**config.mk**
```make
export PLATFORM = sky130hd
export DESIGN_NAME = xroad_signal_ctrl
export DESIGN_NICKNAME = d
export VERILOG_FILES = /design/src/rtl/xroad_pkg.sv /design/src/rtl/xroad_interval_timer.sv /design/src/rtl/xroad_phase_reg.sv /design/src/rtl/xroad_lamp_map.sv /design/src/rtl/xroad_signal_ctrl.sv
export SDC_FILE = /design/constraint.sdc
export NUM_CORES = 1
export LEC_CHECK = 0
export ABC_AREA = 1
export BUFFER_PORTS_ARGS = -buffer_cell sky130_fd_sc_hd__buf_2
export CORE_MARGIN = 2
export CORE_UTILIZATION = 50
export CTS_BUF_LIST = sky130_fd_sc_hd__clkbuf_4 sky130_fd_sc_hd__clkbuf_8 sky130_fd_sc_hd__clkbuf_16
export DETAILED_ROUTE_END_ITERATION = 16
export PLACE_DENSITY = 0.76
export SYNTH_ARGS = -nofsm -noshare
export SYNTH_HDL_FRONTEND = slang
export SYNTH_SLANG_ARGS = --single-unit
```
**constraint.sdc**
```tcl
create_clock -name clk_i -period 5.7 [get_ports clk_i]
set_input_delay 0 -clock clk_i [delete_from_list [all_inputs] [get_ports clk_i]]
set_output_delay 0 -clock clk_i [all_outputs]
set_load 0.05 [all_outputs]
```
**src/rtl/xroad_pkg.sv**
```systemverilog
package xroad_pkg;

  localparam int ENC_SEQ      = 0;
  localparam int ENC_GRAY     = 1;
  localparam int ENC_SCRAMBLE = 2;
  localparam int ENC_ONEHOT   = 3;

  typedef enum logic [1:0] {
    LAMP_GO      = 2'b00,
    LAMP_CAUTION = 2'b01,
    LAMP_STOP    = 2'b10
  } lamp_t;

  typedef enum logic [1:0] {
    PH_HWY_GO       = 2'd0,
    PH_HWY_CAUTION  = 2'd1,
    PH_FARM_GO      = 2'd2,
    PH_FARM_CAUTION = 2'd3
  } phase_t;

  function automatic int phase_width(input int enc);
    return (enc == ENC_ONEHOT) ? 4 : 2;
  endfunction

endpackage

```
**src/rtl/xroad_interval_timer.sv**
```systemverilog
module xroad_interval_timer #(
  parameter int SHORT_TICKS = 3,
  parameter int LONG_TICKS  = 8
) (
  input  logic clk_i,
  input  logic rst_ni,
  input  logic restart_i,
  output logic short_done_o,
  output logic long_done_o
);
  localparam int CW = $clog2(LONG_TICKS + 1);
  localparam logic [CW-1:0] SHORT_V = CW'(SHORT_TICKS);
  localparam logic [CW-1:0] LONG_V  = CW'(LONG_TICKS);

  logic [CW-1:0] cnt_q;

  // saturating count from the cycle after each restart
  always_ff @(posedge clk_i or negedge rst_ni) begin
    if (!rst_ni)              cnt_q <= '0;
    else if (restart_i)       cnt_q <= '0;
    else if (cnt_q != LONG_V) cnt_q <= cnt_q + 1'b1;
  end

  assign short_done_o = (cnt_q >= SHORT_V);
  assign long_done_o  = (cnt_q == LONG_V);
endmodule

```
**src/rtl/xroad_phase_reg.sv**
```systemverilog
module xroad_phase_reg
  import xroad_pkg::*;
#(
  parameter int ENCODING = ENC_ONEHOT
) (
  input  logic   clk_i,
  input  logic   rst_ni,
  input  logic   car_i,
  input  logic   short_done_i,
  input  logic   long_done_i,
  output phase_t phase_o,
  output logic   restart_o
);
  localparam int SW = phase_width(ENCODING);

  function automatic logic [SW-1:0] enc_of(input phase_t p);
    logic [1:0] b;
    case (ENCODING)
      ENC_GRAY:     b = {p[1], p[1] ^ p[0]};
      ENC_SCRAMBLE: b = {p[0], p[1]};
      default:      b = p;
    endcase
    if (ENCODING == ENC_ONEHOT) return SW'(1) << p;
    else                        return SW'(b);
  endfunction

  logic [SW-1:0] state_q;
  phase_t        cur_ph, nxt_ph;
  logic          matched, legal;

  // decode the stored vector back to a symbolic phase
  always_comb begin
    cur_ph  = PH_HWY_GO;
    matched = 1'b0;
    for (int i = 0; i < 4; i++) begin
      if (state_q == enc_of(phase_t'(2'(i)))) begin
        cur_ph  = phase_t'(2'(i));
        matched = 1'b1;
      end
    end
  end

  generate
    if (ENCODING == ENC_ONEHOT) begin : g_guard
      assign legal = matched && $onehot(state_q);
    end else begin : g_dense
      assign legal = matched;
    end
  endgenerate

  always_comb begin
    nxt_ph = cur_ph;
    case (cur_ph)
      PH_HWY_GO:       if (long_done_i && car_i)   nxt_ph = PH_HWY_CAUTION;
      PH_HWY_CAUTION:  if (short_done_i)           nxt_ph = PH_FARM_GO;
      PH_FARM_GO:      if (long_done_i || !car_i)  nxt_ph = PH_FARM_CAUTION;
      PH_FARM_CAUTION: if (short_done_i)           nxt_ph = PH_HWY_GO;
      default:                                     nxt_ph = PH_HWY_GO;
    endcase
    if (!legal) nxt_ph = PH_HWY_GO;
  end

  always_ff @(posedge clk_i or negedge rst_ni) begin
    if (!rst_ni) state_q <= enc_of(PH_HWY_GO);
    else         state_q <= enc_of(nxt_ph);
  end

  assign phase_o   = cur_ph;
  assign restart_o = !legal || (nxt_ph != cur_ph);
endmodule

```
**src/rtl/xroad_lamp_map.sv**
```systemverilog
module xroad_lamp_map
  import xroad_pkg::*;
(
  input  phase_t phase_i,
  output lamp_t  hwy_o,
  output lamp_t  farm_o
);
  always_comb begin
    hwy_o  = LAMP_STOP;
    farm_o = LAMP_STOP;
    case (phase_i)
      PH_HWY_GO:       hwy_o  = LAMP_GO;
      PH_HWY_CAUTION:  hwy_o  = LAMP_CAUTION;
      PH_FARM_GO:      farm_o = LAMP_GO;
      PH_FARM_CAUTION: farm_o = LAMP_CAUTION;
      default: ;
    endcase
  end
endmodule

```
**src/rtl/xroad_signal_ctrl.sv**
```systemverilog
module xroad_signal_ctrl
  import xroad_pkg::*;
#(
  parameter int ENCODING    = ENC_ONEHOT,
  parameter int SHORT_TICKS = 3,
  parameter int LONG_TICKS  = 8
) (
  input  logic       clk_i,
  input  logic       rst_ni,
  input  logic       car_i,
  output logic [1:0] hwy_lamp_o,
  output logic [1:0] farm_lamp_o,
  output logic       restart_o
);
  logic   short_done, long_done, restart;
  phase_t phase;
  lamp_t  hwy, farm;

  xroad_interval_timer #(
    .SHORT_TICKS(SHORT_TICKS),
    .LONG_TICKS (LONG_TICKS)
  ) u_timer (
    .clk_i       (clk_i),
    .rst_ni      (rst_ni),
    .restart_i   (restart),
    .short_done_o(short_done),
    .long_done_o (long_done)
  );

  xroad_phase_reg #(
    .ENCODING(ENCODING)
  ) u_phase (
    .clk_i       (clk_i),
    .rst_ni      (rst_ni),
    .car_i       (car_i),
    .short_done_i(short_done),
    .long_done_i (long_done),
    .phase_o     (phase),
    .restart_o   (restart)
  );

  xroad_lamp_map u_lamps (
    .phase_i(phase),
    .hwy_o  (hwy),
    .farm_o (farm)
  );

  assign hwy_lamp_o  = hwy;
  assign farm_lamp_o = farm;
  assign restart_o   = restart;
endmodule

```
==> flow_metrics.tcl, run 1 <==
set metrics [dict create \
    drc_errors 0 \
    port_buffers 7 \
    die-height_um 42.69 \
    ys_top_cells_by_area "dfrtp_1 (23%), ha_1 (18%), nand2_1 (8.0%)" \
    tightest_slew_ns 0.3295 \
    h-tree-depth 1 \
    leakage_nw 0.4837 \
    layout.cells.most_common_list "nand2_1 (16), inv_1 (13), ha_1 (11), buf_2 (7), dfrtp_1 (7)" \
    crit_chain "inv_1 -> ha_1 -> ha_1 -> fa_1 -> nor3b_4 -> o21ai_0 -> inv_1 -> nand2_2 -> nor2_1 -> nor2_4 -> nand2_4 -> buf_2" \
    overflow 0 \
    syn_inst 90 \
    seqPwrFrac_pct 32.7 \
    slew_viol_final 0 \
    initial_utilization_pct 55.42 \
    cts_buffer_depth 2 \
    core-area_um2 1350 \
    post-route-period-util_pct 50.87 \
    swShare_pct 42.96 \
    cts_inserted_buffers 3 \
    drive_gt1_share_pct 31.37 \
    diodes 0 \
    drtIter0Drc 9 \
    grt_pass1_wl_um 2145 \
    fillers 124 \
    post_cts_buffers 0 \
    final_common_cell "nand2_1" \
    synth_area_per_cell_um2 8.314 \
    vias 574 \
    gp_congestion 0.8012 \
    powerDensity_nw_per_um2 328.5 \
    peakVddDrop_mv 0.3159 \
    wl_um 1253 \
    cts_num_sinks 8 \
    num_rows 13 \
    dr.pass1.iters 4 \
    synth_nets 105 \
    cp-start-kind "flip-flop" \
    grt_util_all_layers_pct 15.75 \
    p_int_w 0.0001578 \
    drv_cap 0 \
    max_slew_margin_pct 77.80 \
    detail_route.wl_per_cell_um 10.71 \
    fin_tns_setup_ns 0 \
    nNetsFinal 118 \
    antenna_found_initial 0 \
    reg2reg_slack_ns 3.16 \
    slowest_stage "dfstp_2" \
    p_clk_share_pct 17.6 \
    critPathKind "reg2out" \
    hold_class "in2async" \
    clockRootBuffer "clkbuf_4" \
    p_switching_w 0.0001189 \
    avgViaCountPerCell 4.906 \
    postRouteAntennaNets 0 \
    die_w_um 42.69 \
    cts-resized-gates 0 \
    dp_hpwl_um 1090 \
    synth_top_area_cell "dfrtp_1" \
    grt_max_degree 9 \
    worst_setup_path_end_kind "output port" \
    finClkSkew_ns 0.005597 \
    regArea_um2 201.4 \
    yosys.area.top_type_share_pct 23.41 \
    hold_viol_final 0 \
    grt_pass1_vias 507 \
    slowest_delay_ns 0.55 \
    fin_crit_ns 2.900 \
    status "complete, no violations" \
    dieArea_um2 1822 \
    yosysSeqAreaShare_pct 26.92 \
    yosys_warnings 0 \
    area_growth_pct 12.54 \
    synth_cell_types 22 \
    fmax_mhz 344.9 \
    multiInputGateArea_um2 484.2 \
    finalSetupViolations 0 \
    io_pins 8 \
    p_comb_share_pct 49.7 \
    cts_tree "yes" \
    required_ns 5.70 \
    arrival_ns 2.90 \
    fin_hold_ws_ns 0.1209 \
    ys_seq_elements 8 \
    clk_latency_ns 0.24 \
    cp_max_fo 5 \
    rsz0062_at_grt "false" \
    netlist_area_um2 748.2 \
    clk_pin_slew_worst_paths_ns 0.05 \
]
## cell usage after synthesis
library cell and n:
a21oi_1 3, inv_1 13, xor2_1 2, ha_1 11, nor2_4 1, nand3_2 3, nor2_2 4, nand2_4 3
nand3_1 4, dfrtp_1 7, inv_4 1, fa_1 1, nand2_1 16, o21bai_1 1, nor2_1 5, nor3b_4 1
o21ai_0 2, nand3b_1 2, dfstp_2 1, inv_2 2, nand4_1 2, nand2_2 5
## state kept, by name, indices dropped and copies added (netlist names)
| name | count |
|---|---|
| u_timer.cnt_q | 4 |
| u_phase.state_q | 4 |
## path summary, 6_finish.rpt
check	start	end	cells after the start
hold / removal	rst_ni	u_timer.cnt_q[3]	2
max in group asynchronous	rst_ni	u_phase.state_q[0]	2
hold reg to reg	u_timer.cnt_q[2]	u_timer.cnt_q[2]	3
setup reg to reg	u_phase.state_q[0]	u_timer.cnt_q[1]	12
min in group clk_i	car_i	u_phase.state_q[2]	5
setup / recovery	u_phase.state_q[0]	restart_o	12
## power groups by stage
stage	Combinational (W)	Sequential, W	Clock (W)
after floorplan	0.000113	0.0000866	0
after detailed placement	0.000136	0.0000913	0
final	0.000137	0.0000904	0.0000488
after global routing	0.000153	0.0000924	0.0000525
after global placement	0.000132	0.0000897	0
after CTS	0.000139	0.0000903	0.0000509
## critical path: cells and delay by family (launching register included)
kind | cells | cell delay (ns)
AOI/OAI and AO/OA | 1 | 0.11
adders and majority gates | 3 | 0.96
buffers and inverters | 3 | 0.40
DFF | 1 | 0.55
and+or+nand+nor | 5 | 0.62
## final cells by class
type,count,area share (%)
Multi-Input combinational cell,66,57.50
Sequential cell,8,23.92
Inverter,16,7.429
Timing Repair Buffer,8,5.349
Clock buffer,4,3.566
Tap cell,15,2.229
## stage by stage
| stage | area (um2) | total power (W) | cells | util, % | setup WS [ns] |
|---|---|---|---|---|---|
| after floorplan | 748.2 | 0.0001994 | 90 | - | 3.186 |
| after global placement | 802.0 | 0.0002219 | 112 | 59.41 | 3.112 |
| after detailed placement | 802.0 | 0.0002272 | 112 | 59.41 | 3.045 |
| after CTS | 842.1 | 0.0002797 | 117 | 62.37 | 2.777 |
| after global routing | 842.1 | 0.0002980 | 117 | 62.37 | 2.670 |
| final | 842.1 | 0.0002766 | 117 | 62.37 | 2.800 |
## metal layers
metal / vias to the layer above / global-route usage [%] / share of wire (%) / wire length [um]
met4: 0 / 7.500 / 0.40 / 5
li1: 306 / - / - / -
met5: - / 0 / 0 / 0
met3: 2 / 1.277 / 2.5 / 31
met2: 9 / 23.03 / 44 / 557
met1: 257 / 23.20 / 53 / 658
## cells by family (layout without fill, tap and decap cells)
| family | count (synthesis) | count (layout) | share of synthesized area [%] |
|---|---|---|---|
| and+or+nand+nor | 46 | 46 | 36.96 |
| DFF | 8 | 8 | 26.92 |
| buffers and inverters | 16 | 28 | 8.363 |
| xor gates and xnor gates | 2 | 2 | 2.342 |
| AOI/OAI and AO/OA | 6 | 6 | 4.348 |
| adders and majority gates | 12 | 12 | 21.07 |
## repair_timing
item	in CTS	in global routing
hold buffers	1	0
hold endpoints to repair	8	0
endpoints found under the setup margin	0	0
Power figures use the tool's default switching activity.
==> inputs of run 2 (changes only) <==
--- a/config.mk
+++ b/config.mk
@@ -5,7 +5,7 @@
 export SDC_FILE = /design/constraint.sdc
 export NUM_CORES = 1
 export LEC_CHECK = 0
-export ABC_AREA = 1
+export ABC_AREA = 0
 export BUFFER_PORTS_ARGS = -buffer_cell sky130_fd_sc_hd__buf_2
 export CORE_MARGIN = 2
 export CORE_UTILIZATION = 50
==> constraint.sdc (replaced) <==
create_clock -name clk_i -period 2.76 [get_ports clk_i]
set_input_delay 0 -clock clk_i [delete_from_list [all_inputs] [get_ports clk_i]]
set_output_delay 0 -clock clk_i [all_outputs]
set_load 0.05 [all_outputs]
==> run 2 against run 1 <==
  * Sequential share of layout area up 0.88 points
  * Critical path depth down 3
  * Combinational power up 66%
  * Non-clock buffer count up 2
  * Die area down 6.5%
  * Core utilization about the same
  * Register-to-register slack worse by 3.0 ns
  * Synthesized area down 7.2%
  * Critical endpoint unchanged
==> flow_metrics.tcl, run 2 <==
set metrics [dict create \
    synth_cell_types 34 \
    dieArea_um2 1703 \
    synth_nets 86 \
    fin_area_um2 812.0 \
    required_ns 2.76 \
    top_regs "u_phase.state_q: 4 flops, u_timer.cnt_q: 4 flops" \
    dp_cells 93 \
    initial_utilization_pct 53.37 \
    cts_inserted_buffers 3 \
    cts_buffer_depth 2 \
    dr.pass1.iters 4 \
    ys_async_sr_fraction_pct 100.0 \
    post-route-period-util_pct 96.05 \
    cts_num_sinks 8 \
    ys_top_cells_by_area "dfrtp_1 (25%), ha_1 (20%), inv_1 (4.3%)" \
    dp_hpwl_um 1060 \
    dpl_cell_area_um2 748.2 \
    fin_util_pct 62.40 \
    globalRouteMet2Util_pct 34.38 \
    worst_setup_path_end_kind "output port" \
    cts_tree "yes" \
    wl_um 1311 \
    die_w_um 41.27 \
    clockRootBuffer "clkbuf_4" \
    synth-edff-count 0 \
    clk_pin_slew_worst_paths_ns 0.06 \
    detail_route.wl_per_cell_um 13.11 \
    fin_crit_ns 2.651 \
    yosysSeqAreaShare_pct 29.01 \
    die-height_um 41.27 \
    slew_viol_final 0 \
    grt_max_degree 9 \
    fmax_mhz 377.2 \
    arrival_ns 2.65 \
    num_rows 13 \
    top_usage_layer "met2" \
    finClkSkew_ns 0.01199 \
    syn_inst 71 \
    rr_worst_depth 8 \
    drv_cap 0 \
    yosys.area.top_type_share_pct 25.23 \
    area_growth_pct 16.94 \
    hold_viol_final 0 \
    powerDensity_nw_per_um2 627.2 \
    netlist_area_um2 694.4 \
    nNetsFinal 101 \
    cp-start-kind "flip-flop" \
    antenna_found_initial 0 \
    synth_common_cells "ha_1 (11), inv_1 (8), dfrtp_1 (7), nor3_1 (5), nand2_1 (4)" \
    ys_seq_elements 8 \
    core-area_um2 1301 \
    drtIter0Drc 5 \
    status "complete, no violations" \
    io_pins 8 \
    yosys_warnings 0 \
    yosysMostFrequentCell "ha_1" \
    fin_tns_setup_ns 0 \
    cp_max_fo 5 \
    diodes 0 \
    drc_errors 0 \
    vias 539 \
    drive_gt1_share_pct 28.24 \
    hold_class "in2async" \
    leakage_nw 0.4242 \
    layout.cells.most_common_list "ha_1 (11), inv_1 (8), dfrtp_1 (7), buf_2 (6), nor3_1 (5)" \
    peakVddDrop_mv 0.5237 \
    port_buffers 7 \
    grt_util_met3_pct 3.804 \
    max_slew_margin_pct 68.74 \
    finalSetupViolations 0 \
    clk_latency_ns 0.26 \
    h-tree-depth 1 \
    synth_flop_cell "dfrtp_1" \
    grt_util_all_layers_pct 20.79 \
    final_common_cell "ha_1" \
    overflow 0 \
    gp_congestion 0.7213 \
    grt_pass1_vias 534 \
    avgViaCountPerCell 5.390 \
    synth_top_area_cell "dfrtp_1" \
    grt_pass1_wl_um 2159 \
    postRouteAntennaNets 0 \
    grt_use_met1_pct 23.57 \
    critPathKind "reg2out" \
    synth_area_per_cell_um2 9.781 \
    instances_no_fill 100 \
    tightest_slew_ns 0.4654 \
]
-- run 2: cell count changes after synthesis, sizes merged, moves of 2 or more --
cell and delta:
and2 +4, inv -7, nand2 -20, nand3 -5, nand4 -2, nor2 -8, nor3 +5, o211a +2
o211ai +2, xnor2 +2
-- run 2: layer usage --
metal	wire length [um]	up-vias
li1	-	274
met1	590	251
met3	36	4
met2	652	10
met5	0	-
met4	31	0
-- run 2: final timing paths --
kind | startpoint | endpoint | slack [ns]
setup / recovery | u_phase.state_q[0] | restart_o | 0.11
hold / removal | rst_ni | u_timer.cnt_q[0] | 0.10
setup reg to reg | u_phase.state_q[0] | u_timer.cnt_q[3] | 0.17
hold reg to reg | u_timer.cnt_q[0] | u_timer.cnt_q[0] | 0.63
max in group asynchronous | rst_ni | u_phase.state_q[0] | 2.41
min in group clk_i | car_i | u_timer.cnt_q[3] | 0.19
-- run 2: logic make-up (layout without fill, tap and decap cells) --
logic type,after synthesis,in the layout,synth area share [%]
adder cells (fa/ha/maj),12,12,22.70
flip-flops,8,8,29.01
AO/OA/AOI/OAI,15,15,17.84
XOR/XNOR,3,3,3.784
buffers and inverters,10,24,5.585
AND/OR/NAND/NOR,23,23,21.08
-- run 2: where the power goes --
| part | switching (W) | leakage [nW] | internal [W] |
|---|---|---|---|
| clock network | 0.0000398 | 0.0184 | 0.0000651 |
| registers | 0.0000310 | 0.104 | 0.000145 |
| logic | 0.000122 | 0.302 | 0.000106 |
| total | 0.000192 | 0.424 | 0.000317 |
-- run 2: cell type report --
class,instances,area (um2)
inverters,10,38.79
clock buffers,4,30.03
well taps,15,18.77
multi-input cells,53,456.7
flip-flops and latches,8,201.4
repair buffers,10,66.31
fillers,121,489.2
-- run 2: timing repair --
action | in CTS | in global routing
hold buffers | 1 | 0
resized for setup | 0 | 4
pin swaps | 0 | 1
hold endpoints to repair | 8 | 0
buffers inserted | 1 | 1
setup endpoints to repair | 1 | 4
-- run 2: through the flow --
stage                     power (W)  worst slack, ns  hold slack [ns]
after floorplan           0.0003444           0.2807          -0.2956
after global placement    0.0003804           0.2394          -0.1526
after detailed placement  0.0003919           0.1635          -0.1536
after CTS                 0.0005079         0.002561          0.09663
after global routing      0.0005573         -0.01014           0.1197
final                     0.0005093           0.1089           0.1034
-- run 2: worst max-delay path, cell delays in order (launching register included) --
cell and delay (ns):
dfstp_2 0.54, inv_1 0.06, ha_1 0.30, ha_1 0.19, fa_1 0.43, or3b_4 0.41, a21o_1 0.19, inv_2 0.06
nand2b_1 0.07, buf_6 0.16
